$ cat src/rtl/romstream_pkg.sv
package romstream_pkg;
  localparam int ADDR_W     = 7;
  localparam int DATA_W     = 8;
  localparam int FRAME_BITS = DATA_W + 1;
  localparam int POS_W      = $clog2(FRAME_BITS);

  // next byte address, wrapping at the array size
  function automatic logic [ADDR_W-1:0] next_addr(input logic [ADDR_W-1:0] a);
    return a + ADDR_W'(1);
  endfunction

  // bit sent in data slot pos (slot 0 carries the MSB)
  function automatic logic pick_bit(input logic [DATA_W-1:0] b, input int pos);
    return b[DATA_W-1-pos];
  endfunction
endpackage

$ cat src/rtl/romstream_tickdet.sv
module romstream_tickdet #(
  parameter int STAGES = 2
) (
  input  logic clk,
  input  logic rst_n,
  input  logic raw_in,
  output logic tick
);
  logic [STAGES-1:0] chain;
  logic              last_q;

  always_ff @(posedge clk or negedge rst_n) begin
    if (!rst_n) chain[0] <= 1'b0;
    else        chain[0] <= raw_in;
  end

  for (genvar i = 1; i < STAGES; i++) begin : g_stage
    always_ff @(posedge clk or negedge rst_n) begin
      if (!rst_n) chain[i] <= 1'b0;
      else        chain[i] <= chain[i-1];
    end
  end

  always_ff @(posedge clk or negedge rst_n) begin
    if (!rst_n) last_q <= 1'b0;
    else        last_q <= chain[STAGES-1];
  end

  assign tick = chain[STAGES-1] & ~last_q;
endmodule

$ cat src/rtl/romstream_seq.sv
module romstream_seq
  import romstream_pkg::*;
#(
  parameter int SYNC_TICKS = 9
) (
  input  logic              clk,
  input  logic              rst_n,
  input  logic              en,
  input  logic              tick,
  input  logic [DATA_W-1:0] rdata,
  output logic [ADDR_W-1:0] addr,
  output logic              bit_q,
  output logic              oe_q,
  output logic              sync_done,
  output logic              restart
);
  localparam int SYNC_W = $clog2(SYNC_TICKS + 1);

  logic [SYNC_W-1:0] sync_cnt;
  logic [POS_W-1:0]  pos;
  logic [DATA_W-1:0] shreg;
  logic              en_q;

  assign restart   = en & ~en_q;
  assign sync_done = (sync_cnt == SYNC_W'(SYNC_TICKS));

  always_ff @(posedge clk or negedge rst_n) begin
    if (!rst_n) begin
      sync_cnt <= '0;
      pos      <= '0;
      addr     <= '0;
      shreg    <= '0;
      bit_q    <= 1'b1;
      oe_q     <= 1'b0;
      en_q     <= 1'b1;
    end else begin
      en_q <= en;
      if (!en) begin
        oe_q <= 1'b0;
      end else if (restart) begin
        sync_cnt <= SYNC_W'(SYNC_TICKS);
        pos      <= '0;
        addr     <= '0;
        oe_q     <= 1'b0;
      end else if (tick) begin
        if (!sync_done) begin
          sync_cnt <= sync_cnt + SYNC_W'(1);
        end else if (pos == '0) begin
          shreg <= rdata;
          bit_q <= pick_bit(rdata, 0);
          oe_q  <= 1'b1;
          pos   <= POS_W'(1);
        end else if (pos < POS_W'(DATA_W)) begin
          bit_q <= pick_bit(shreg, int'(pos));
          pos   <= pos + POS_W'(1);
        end else begin
          bit_q <= 1'b1;
          oe_q  <= 1'b0;
          pos   <= '0;
          addr  <= next_addr(addr);
        end
      end
    end
  end
endmodule

$ cat src/rtl/romstream_tx.sv
module romstream_tx
  import romstream_pkg::*;
#(
  parameter int SYNC_TICKS  = 9,
  parameter int SYNC_STAGES = 2
) (
  input  logic              clk,
  input  logic              rst_n,
  input  logic              stream_en,
  input  logic              tx_clk,
  output logic [ADDR_W-1:0] mem_addr,
  input  logic [DATA_W-1:0] mem_rdata,
  output logic              sda_out,
  output logic              sda_oe
);
  logic tick_w;
  logic restart_w;
  logic sync_done_w;
  logic oe_q_w;

  romstream_tickdet #(.STAGES(SYNC_STAGES)) u_tick (
    .clk    (clk),
    .rst_n  (rst_n),
    .raw_in (tx_clk),
    .tick   (tick_w)
  );

  romstream_seq #(.SYNC_TICKS(SYNC_TICKS)) u_seq (
    .clk       (clk),
    .rst_n     (rst_n),
    .en        (stream_en),
    .tick      (tick_w),
    .rdata     (mem_rdata),
    .addr      (mem_addr),
    .bit_q     (sda_out),
    .oe_q      (oe_q_w),
    .sync_done (sync_done_w),
    .restart   (restart_w)
  );

  // release the line in the same cycle the enable drops
  assign sda_oe = oe_q_w & stream_en;
endmodule

$ cat config.mk
export PLATFORM = sky130hd
export DESIGN_NAME = romstream_tx
export DESIGN_NICKNAME = d
export VERILOG_FILES = /design/src/rtl/romstream_pkg.sv /design/src/rtl/romstream_tickdet.sv /design/src/rtl/romstream_seq.sv /design/src/rtl/romstream_tx.sv
export SDC_FILE = /design/constraint.sdc
export NUM_CORES = 1
export LEC_CHECK = 0
export ABC_AREA = 1
export ABC_CLOCK_PERIOD_IN_PS = 5000
export BUFFER_PORTS_ARGS = -buffer_cell sky130_fd_sc_hd__buf_2
export CAP_MARGIN = 20
export CORE_MARGIN = 2
export CORE_UTILIZATION = 60
export CTS_CLUSTER_DIAMETER = 80
export DETAILED_ROUTE_END_ITERATION = 10
export PLACE_DENSITY_LB_ADDON = 0.15
export SLEW_MARGIN = 20
export SYNTH_ARGS = -nofsm -noshare
export SYNTH_HDL_FRONTEND = slang
export SYNTH_SLANG_ARGS = --single-unit
export TNS_END_PERCENT = 1
$ cat constraint.sdc
create_clock -name clk -period 5 [get_ports clk]
set_clock_uncertainty 0.15 [all_clocks]
set_input_delay 1 -clock clk [delete_from_list [all_inputs] [get_ports clk]]
set_output_delay 1 -clock clk [all_outputs]
set_load 0.005 [all_outputs]
# Yosys cells after proc, flatten, opt, wreduce, memory -nomap -nowiden
# Cells that the tools add are included.
# W data, S select, Z words.
[op_classes] eq_ne=7 bitwise_logic=6 reduce_logical=9 n_lt_le_gt_ge=2 add_sub_neg=4 n_mux=24
[ops] cell="$mux W7" count=5
[ops] cell="$lt A32 B5 Y1 const B" count=1
[ops] cell="$mux W4" count=8
[ops] cell="$mux W1" count=10
[ops] cell="$reduce_and A5 Y1" count=2
[ops] cell="$reduce_and A3 Y1" count=3
[ops] cell="$add A4 B1 Y4 const B" count=2
[ops] cell="$add A7 B1 Y7 const B" count=1
[ops] cell="$ne A2 B2 Y1 const B" count=3
[ops] cell="$ne A3 B1 Y1 const B" count=2
[ops] cell="$sub A3 B4 Y5 const A" count=1
[ops] cell="$eq A4 B4 Y1 const B" count=1
[ops] cell="$logic_not A4 Y1" count=1
[ops] cell="$lt A4 B4 Y1 const B" count=1
[ops] cell="$ne A4 B3 Y1 const B" count=1
[ops] cell="$reduce_and A4 Y1" count=1
[ops] cell="$reduce_bool A2 Y1" count=2
[ops] cell="$and A1 B1 Y1" count=3
[ops] cell="$bmux W1 S3" count=1
[ops] cell="$not A1 Y1" count=3
[word_totals] register_bits=29 elab_cells=62

# Longest topological paths before layout
# Gate-level depths: netlist of the first run.
[logic_depth] word_depth=7 mapped_depth=9

# By module
# Synthesis of the first run repeated with hierarchy kept, for this count alone.
[hier_totals] hier_cells=180 area_unflattened_um2=1566.5
[by_module_without_submodules] mod="romstream_seq" area_each_um2=1473.9 n_inst=1 seq_area_each_um2=653.1 cells_per_inst=173
[by_module_without_submodules] mod="romstream_tickdet" area_each_um2=85.1 n_inst=1 seq_area_each_um2=75.1 cells_per_inst=5
[by_module_without_submodules] mod="romstream_tx" area_each_um2=7.5 n_inst=1 seq_area_each_um2=0.0 cells_per_inst=2

# Worst setup path after synthesis of the first run
# OpenSTA, ideal clock, no wires.
[synth_timing] path_type="input port to output port" startpoint="in stream_en" endpoint="out sda_oe" required_ns=3.850 path_buffers=0 path_stages=2 slack_ns=2.760 arrival_time_ns=1.090 path_cell_list="nand2_1 inv_1"
[synth_between] elab_chain_cells=1
[synth_lines] element="start: declaration" line_no="romstream_tx.sv:9" rtl="input logic stream_en,"
[synth_lines] element="$and A1 B1 Y1" line_no="romstream_tx.sv:42" rtl="assign sda_oe = oe_q_w & stream_en;"
[synth_lines] element="end: declaration" line_no="romstream_tx.sv:14" rtl="output logic sda_oe"
# Every way passes these cells.

# Worst setup path after layout of the first run
# Ends and elaborated chain as after synthesis.

==> results.cfg, run 1 <==
[outcome]
run_status = finished, final reports clean

[timing]
fmaxAchievable_ghz = 0.400
hold_violations = 0
relSlewSlack_pct = 58.2
post-route-period-util_pct = 50.0
setup_tns_ns = 0
worst_pin_slew_ns = 0.627
setup_viol = 0
fin_crit_ns = 2.50
drv_slew = 0
rsz0062_at_grt = false
fin_ws_ns = 2.50

[setup_path]
crit_top_cell = buf_2
worstSetupPathType = primary input to primary output
critPathRequiredTime_ns = 3.85
cp_num_buf_inv = 3
crit_fanout = 6
cp.arrival_ns = 1.35
worstSetupStartpointType = primary input
crit_family = buffers and inverters
slowest_delay_ns = 0.13
cp_cell_sequence = buf_2, nand2_1, inv_1, buf_2
cp_slowest_cell = buf_2
cp-end-kind = primary output

[logic_synthesis]
syn-num-nets = 198
postSynthCellCount = 181
ys_seq_area_share_pct = 49.0
syn_area_per_cell_sq_um = 8.21
synth_cell_types = 24
ys_warn_count = 0
syn_area_sq_mm = 0.00149
synth-seq-cells = 29

[placed_design]
hpwlAfterDp_microns = 2110
portBuffers = 20
place_congestion = 0.912
pre_cts_ws_ns = 2.49
place_inst = 230

[routing]
post_drt_via_cell_ratio = 5.24
drt-pass1-iter-count = 4
drt_wl_total_microns = 2850
vias = 1247
drtAntennaViolNets = 0
drt_iter0_markers = 17
drc = 0
avgRoutedWirePerCell_microns = 12.0

[floorplanning]
rows = 18
die_x_microns = 53.8
start_util_pct = 61.7
boundaryPins = 21
core_sq_mm = 0.00241
die_area_sq_mm = 0.00289
die_h_microns = 53.8

[global_route]
grt_pass1_vias = 1177
antenna_found_initial = 0
grt_pass1_wl_microns = 4990
grt_max_degree = 30
grt.overflow.total = 0
grt_usage_pct = 24.4

[finish]
layout_commonest_cell = nand2_1
final_cell_mix = nand2_1, dfrtp_1, nand3_1
area_growth_pct = 12.5
drive_above_1_share_pct = 21.2
layout.cells.non_filler = 238
insertedDiodeCount = 0
num-nets-final = 224
fin_util_pct = 69.4

[cts]
htreeDepth = 2
cts_root_buffer = clkbuf_4
clk_latency_ns = 0.33
cts_tree = yes
clk_pin_slew_ns = 0.08
cts_sinks = 29
cts_resized = 0
clk_path_buf_depth = 2
post_cts_buffers = 0
numCtsBuffers = 5
cts_hold_buf = 0

[power_and_ir_drop]
power.density_mw_per_mm2 = 379
power_frac_comb_pct = 24.5
swShare_pct = 33.5
clkPwrFrac_pct = 23.4
power_switching_uw = 212
power.leakage_nw = 0.886
p_seq_share_pct = 52.1
fin_total_pwr_uw = 634
p_int_uw = 421
peakVddDrop_mv = 0.335

[run]
cap_violations = 0

[hold_path]
hold_path.class = flip-flop to flip-flop
[Yosys cell counts]
| cell type | number | share of area (%) |
|---|---|---|
| nand2_2 | 2 | 0.84 |
| xor2_1 | 2 | 1.2 |
| nor2_4 | 1 | 0.76 |
| o21ai_1 | 1 | 0.34 |
| or2_2 | 1 | 0.42 |
| o31ai_1 | 1 | 0.51 |
| buf_6 | 1 | 0.76 |
| a21oi_1 | 3 | 1.0 |
| o21ai_0 | 5 | 1.7 |
| dfstp_2 | 2 | 3.5 |
| nand2_1 | 63 | 16 |
| o21ai_2 | 6 | 3.5 |
| inv_1 | 15 | 3.8 |
| dfrtp_1 | 27 | 45 |
| nand3_2 | 2 | 1.3 |
| nor2_1 | 10 | 2.5 |
| nor3_1 | 2 | 0.67 |
| nand3_1 | 21 | 7.1 |
| xnor2_1 | 1 | 0.59 |
| ha_1 | 5 | 4.2 |
| o21bai_1 | 2 | 1.0 |
| inv_2 | 3 | 0.76 |
| inv_4 | 1 | 0.42 |
| nand4_1 | 4 | 1.7 |
[through the flow]
step                hold WS (ns)  cell area (sq um)
floorplan                  0.181               1490
global route               0.240               1670
CTS                        0.235               1670
finish                     0.224               1670
detailed placement         0.217               1610
global placement           0.189               1610
[area by class of cell]
type	instances	area (sq um)
tap	30	37.5
inverter	19	73.8
sequential	29	728
fill	199	738
clock buffer	8	58.8
multi-input combinational	132	673
timing repair buffer	20	100
[final timing paths]
path	from	end	slack, ns	depth (start not counted)
setup / recovery	stream_en	sda_oe	2.50	4
hold reg to reg	u_tick.chain[0]	u_tick.chain[1]	0.22	0
max in group asynchronous	rst_n	u_seq.shreg[7]	3.76	1
min in group asynchronous	rst_n	u_seq.sync_cnt[2]	0.52	1
setup reg to reg	u_seq.sync_cnt[1]	u_seq.shreg[0]	3.21	9
hold / removal	u_tick.chain[0]	u_tick.chain[1]	0.22	0
[cells by family (layout without fill, tap and decap cells)]
| family | after synthesis | in the layout | synth area share (%) |
|---|---|---|---|
| adder cells (fa/ha/maj) | 5 | 5 | 4.21 |
| XOR/XNOR | 3 | 3 | 1.77 |
| buffers and inverters | 20 | 47 | 5.72 |
| flip-flops | 29 | 29 | 49.0 |
| AND/OR/NAND/NOR | 106 | 106 | 31.2 |
| AO/OA/AOI/OAI | 18 | 18 | 8.08 |
[layer usage]
metal | global-route usage [%] | part of all wire, % | vias to the layer above
met3 | 9.44 | 4.6 | 3
met5 | 0 | 0 | -
met2 | 42.5 | 51 | 28
met4 | 7.26 | 0.88 | 0
met1 | 27.4 | 43 | 577
li1 | - | - | 639
[sequential cells by signal, summed over array words and instances (netlist names)]
register	count
u_seq.oe_q	1
u_seq.en_q	1
u_seq.addr	7
u_tick.last_q	1
u_seq.pos	4
u_tick.chain	2
u_seq.sync_cnt	4
u_seq.bit_q	1
u_seq.shreg	8
[power by group through the flow]
| stage | Clock, mW | Combinational, mW | Sequential (mW) |
|---|---|---|---|
| 6_report | 0.148 | 0.155 | 0.330 |
| 5_1_grt | 0.162 | 0.182 | 0.339 |
| 4_1_cts | 0.151 | 0.158 | 0.331 |
| 3_5_place_dp | 0 | 0.156 | 0.335 |
| 3_3_place_gp | 0 | 0.149 | 0.331 |
| 2_1_floorplan | 0 | 0.109 | 0.326 |
(Power assumes the default switching activity.)
==> run 2, diff against run 1 <==
--- a/config.mk
+++ b/config.mk
@@ -6,11 +6,11 @@
 export NUM_CORES = 1
 export LEC_CHECK = 0
 export ABC_AREA = 1
-export ABC_CLOCK_PERIOD_IN_PS = 5000
+export ABC_CLOCK_PERIOD_IN_PS = 2300
 export BUFFER_PORTS_ARGS = -buffer_cell sky130_fd_sc_hd__buf_2
 export CAP_MARGIN = 20
 export CORE_MARGIN = 2
-export CORE_UTILIZATION = 60
+export CORE_UTILIZATION = 50
 export CTS_CLUSTER_DIAMETER = 80
 export DETAILED_ROUTE_END_ITERATION = 10
 export PLACE_DENSITY_LB_ADDON = 0.15
==> constraint.sdc (replaced) <==
create_clock -name clk -period 2.3 [get_ports clk]
set_clock_uncertainty 0.15 [all_clocks]
set_input_delay 0.46 -clock clk [delete_from_list [all_inputs] [get_ports clk]]
set_output_delay 0.46 -clock clk [all_outputs]
set_load 0.005 [all_outputs]
==> results.cfg, run 2 (synthesis gave the netlist of run 1 again) <==
[finish]
final_cell_mix = nand2_1, dfrtp_1, nand3_1
layout_commonest_cell = nand2_1
drive_above_1_share_pct = 22.1
fin_util_pct = 61.7
reg.largest.list = u_seq.shreg: 8 flops, u_seq.addr: 7 flops
num-nets-final = 224
largest_register_ffs = 8
insertedDiodeCount = 0
area_growth_pct = 15.5
fin_area_sq_mm = 0.00172
regMostFlops = u_seq.shreg

[setup_path]
r2r-end = u_seq.shreg[4]
critPathRequiredTime_ns = 2.37
r2r_slack_ns = 0.54
worstSetupPathType = flip-flop to flip-flop
r2r-start = u_seq.sync_cnt[1]
worstSetupStartpointType = flip-flop
cp.arrival_ns = 1.83
crit_fanout = 9
reg2reg_depth = 9
cp-end-kind = flip-flop

[power_and_ir_drop]
power.density_mw_per_mm2 = 914
fin_total_pwr_mw = 1.57
power.leakage_nw = 0.909
peakVddDrop_mv = 0.668

[global_route]
antenna_found_initial = 0
grt_usage_pct = 18.9
grt.overflow.total = 0
grt_pass1_vias = 1135
grt_pass1_wl_microns = 4790
grt_max_degree = 30

[timing]
drv_slew = 0
setup_viol = 0
fin_crit_ns = 1.76
setup_tns_ns = 0
post-route-period-util_pct = 76.5
relSlewSlack_pct = 57.2
fmaxAchievable_ghz = 0.569
hold_ws_ns = -0.0104
rsz0062_at_grt = false
worst_pin_slew_ns = 0.642
hold_violations = 9

[routing]
drtAntennaViolNets = 0
drc = 0
avgRoutedWirePerCell_microns = 11.4
drt-pass1-iter-count = 4
post_drt_via_cell_ratio = 5.15
drt_wl_total_microns = 2730
drt_iter0_markers = 71
vias = 1230

[floorplanning]
die_h_microns = 58.5
rows = 19
boundaryPins = 21
die_area_sq_mm = 0.00343
core_sq_mm = 0.00278
die_x_microns = 58.5
start_util_pct = 53.4

[placed_design]
portBuffers = 20
place_area_sq_mm = 0.00161
hpwlAfterDp_microns = 2040
place_congestion = 0.877

[cts]
clk_path_buf_depth = 2
cts_root_buffer = clkbuf_4
cts_resized = 0
clk_latency_ns = 0.33
numCtsBuffers = 5
post_cts_buffers = 0
cts_sinks = 29
htreeDepth = 2
clk_pin_slew_ns = 0.10
cts_tree = yes
cts_hold_buf = 0

[hold_path]
hold_path.class = primary input to async pin

[run]
cap_violations = 0

[outcome]
violations = hold timing
run_status = finished with violations
run 2: worst max-delay path by stage:
stage                           start             end  slack (ns)  cells after the start
finish              u_seq.sync_cnt[1]  u_seq.shreg[4]        0.54                      9
global route        u_seq.sync_cnt[1]  u_seq.shreg[5]        0.35                      9
CTS                 u_seq.sync_cnt[1]  u_seq.shreg[2]        0.52                      9
detailed placement          stream_en   u_seq.addr[1]        0.46                      8
global placement            stream_en   u_seq.addr[6]        0.50                      8
floorplan           u_seq.sync_cnt[1]  u_seq.shreg[7]        0.75                      9
run 2: cell type report:
cell class                      count  area (sq um)
Multi-Input combinational cell    132           673
Sequential cell                    29           728
Timing Repair Buffer               20           100
Clock inverter                      3          65.1
Clock buffer                        5          37.5
Fill cell                         254          1060
Tap cell                           31          38.8
Inverter                           19          73.8
run 2: per-stage QoR:
step,std cells,setup slack [ns]
floorplan,181,0.749
global placement,231,0.496
detailed placement,231,0.464
CTS,239,0.524
global route,239,0.350
finish,239,0.541
run 2: layer usage:
layer	GRT usage [%]	vias up	routed length, microns
met2	30.7	30	1300
met4	7.97	0	41
met3	7.03	5	134
met1	22.5	561	1260
met5	0	-	0
li1	-	634	-
run 2: report_power, final:
part           switching [mW]  leakage [nW]  internal, mW
sequential             0.0926         0.366         0.624
clock                   0.182        0.0552         0.336
combinational           0.194         0.488         0.141
run 2: worst max-delay path: stages (launching register included):
cell	delay, ns
dfrtp_1	0.41
inv_1	0.08
ha_1	0.15
nand3_2	0.11
nor2_1	0.17
nand2_1	0.14
inv_2	0.16
nand2_2	0.14
nand2_1	0.09
nand2_1	0.05
==> run 3, diff against run 2 <==
--- a/config.mk
+++ b/config.mk
@@ -6,11 +6,11 @@
 export NUM_CORES = 1
 export LEC_CHECK = 0
 export ABC_AREA = 1
-export ABC_CLOCK_PERIOD_IN_PS = 2300
+export ABC_CLOCK_PERIOD_IN_PS = 1800
 export BUFFER_PORTS_ARGS = -buffer_cell sky130_fd_sc_hd__buf_2
 export CAP_MARGIN = 20
 export CORE_MARGIN = 2
-export CORE_UTILIZATION = 50
+export CORE_UTILIZATION = 56
 export CTS_CLUSTER_DIAMETER = 80
 export DETAILED_ROUTE_END_ITERATION = 10
 export PLACE_DENSITY_LB_ADDON = 0.15
==> constraint.sdc (replaced) <==
create_clock -name clk -period 1.8 [get_ports clk]
set_clock_uncertainty 0.15 [all_clocks]
set_input_delay 0.36 -clock clk [delete_from_list [all_inputs] [get_ports clk]]
set_output_delay 0.36 -clock clk [all_outputs]
set_load 0.005 [all_outputs]
==> results.cfg, run 3 (synthesis gave the netlist of run 1 again) <==
[timing]
fin_crit_ns = 1.62
relSlewSlack_pct = 58.6
hold_violations = 0
post-route-period-util_pct = 90.2
rsz0062_at_grt = false
setup_viol = 0
drv_slew = 0
setup_tns_ns = 0
worst_pin_slew_ns = 0.620
fmaxAchievable_ghz = 0.616

[run]
cap_violations = 0

[floorplanning]
start_util_pct = 59.5
die_x_microns = 55.5
die_h_microns = 55.5
core_sq_mm = 0.00250
boundaryPins = 21
die_area_sq_mm = 0.00308
rows = 18

[global_route]
grt.overflow.total = 0
antenna_found_initial = 0
grt_pass1_wl_microns = 5110
grt_max_degree = 30
grt_usage_pct = 20.8
grt_pass1_vias = 1263

[cts]
cts_sinks = 29
post_cts_buffers = 0
cts_root_buffer = clkbuf_4
numCtsBuffers = 5
cts_tree = yes
clk_pin_slew_ns = 0.10
clk_latency_ns = 0.33
htreeDepth = 2
clk_path_buf_depth = 2

[power_and_ir_drop]
clkPwrFrac_pct = 24.9
p_seq_share_pct = 49.9
swShare_pct = 33.4
power.leakage_nw = 0.919
power_frac_comb_pct = 25.2
peakVddDrop_mv = 0.700
power_switching_uw = 614
p_int_mw = 1.22
power.density_mw_per_mm2 = 1060

[finish]
area_growth_pct = 16.8
insertedDiodeCount = 0
num-nets-final = 229
final_cell_mix = nand2_1, dfrtp_1, nand3_1
reg.largest.list = u_seq.shreg: 8 flops, u_seq.addr: 7 flops
regMostFlops = u_seq.shreg
drive_above_1_share_pct = 23.5
layout_commonest_cell = nand2_1
layout.cells.non_filler = 243
fin_util_pct = 69.4
largest_register_ffs = 8

[setup_path]
crit_fanout = 6
cp-end-kind = flip-flop
reg2reg_depth = 7
r2r_slack_ns = 0.18
slowest_delay_ns = 0.42
r2r-start = u_seq.pos[1]
cp.arrival_ns = 1.71
worstSetupStartpointType = flip-flop
cp_slowest_cell = dfrtp_1
critPathRequiredTime_ns = 1.89
worstSetupPathType = flip-flop to flip-flop
cp_num_buf_inv = 2
r2r-end = u_seq.pos[3]
crit_family = flip-flops
cp_cell_sequence = inv_1, ha_1, nand3_1, inv_2, nor2_1, nand2_1, o21ai_0

[routing]
avgRoutedWirePerCell_microns = 12.2
drc = 0
drtAntennaViolNets = 0
drt-pass1-iter-count = 4
post_drt_via_cell_ratio = 5.28
drt_wl_total_microns = 2960
drt_iter0_markers = 21
vias = 1284

[hold_path]
hold_depth = 1
hold_path.class = primary input to flip-flop
min_to = u_seq.en_q
hold_path_startpoint = stream_en

[placed_design]
hpwlAfterDp_microns = 2140
place_inst = 233
portBuffers = 20
place_congestion = 0.834

[outcome]
run_status = finished, final reports clean
## run 3: through the flow
stage / hold WS, ns / power, mW / worst slack, ns / area (sq um)
finish: 0.0302 / 1.84 / 0.177 / 1740
global route: 0.0280 / 1.96 / 0.000869 / 1740
CTS: 0.0160 / 1.83 / 0.100 / 1730
detailed placement: 0.196 / 1.38 / 0.0752 / 1640
global placement: 0.182 / 1.36 / 0.152 / 1640
floorplan: -0.0856 / 1.21 / 0.249 / 1490
## run 3: worst max path at each step
stage	startpoint	to	slack [ns]	cells past startpoint
final	u_seq.pos[1]	u_seq.pos[3]	0.18	7
after global routing	u_seq.sync_cnt[1]	u_seq.shreg[1]	0.0009	9
after CTS	u_seq.sync_cnt[1]	u_seq.addr[1]	0.10	7
after detailed placement	stream_en	u_seq.addr[0]	0.08	8
after global placement	stream_en	u_seq.addr[5]	0.15	8
after floorplan	u_seq.sync_cnt[1]	u_seq.shreg[7]	0.25	9
## run 3: cell type report
cell class / count / area [sq um]
timing repair buffer: 25 / 143
tap: 30 / 37.5
fill: 204 / 764
inverter: 19 / 73.8
clock inverter: 1 / 5.00
clock buffer: 7 / 65.1
sequential: 29 / 728
multi-input combinational: 132 / 683
## run 3: metal layers
layer / track usage, % / vias up / share of wire [%]
met1: 24.1 / 604 / 45
met3: 5.15 / 7 / 3.9
li1: - / 643 / -
met4: 9.06 / 0 / 1.9
met2: 36.2 / 30 / 49
met5: 0 / - / 0
## run 3: power by group through the flow
stage / Clock [mW] / Combinational, mW / Sequential, mW
2_1_floorplan: 0 / 0.302 / 0.907
3_3_place_gp: 0 / 0.446 / 0.916
3_5_place_dp: 0 / 0.457 / 0.924
4_1_cts: 0.458 / 0.462 / 0.912
5_1_grt: 0.490 / 0.536 / 0.935
6_report: 0.457 / 0.463 / 0.915
## run 3: what timing repair did
action                                  CTS  global route
hold endpoints to repair                 28             0
resized for setup                         0             2
hold buffers                              2             0
endpoints found under the setup margin    0            15
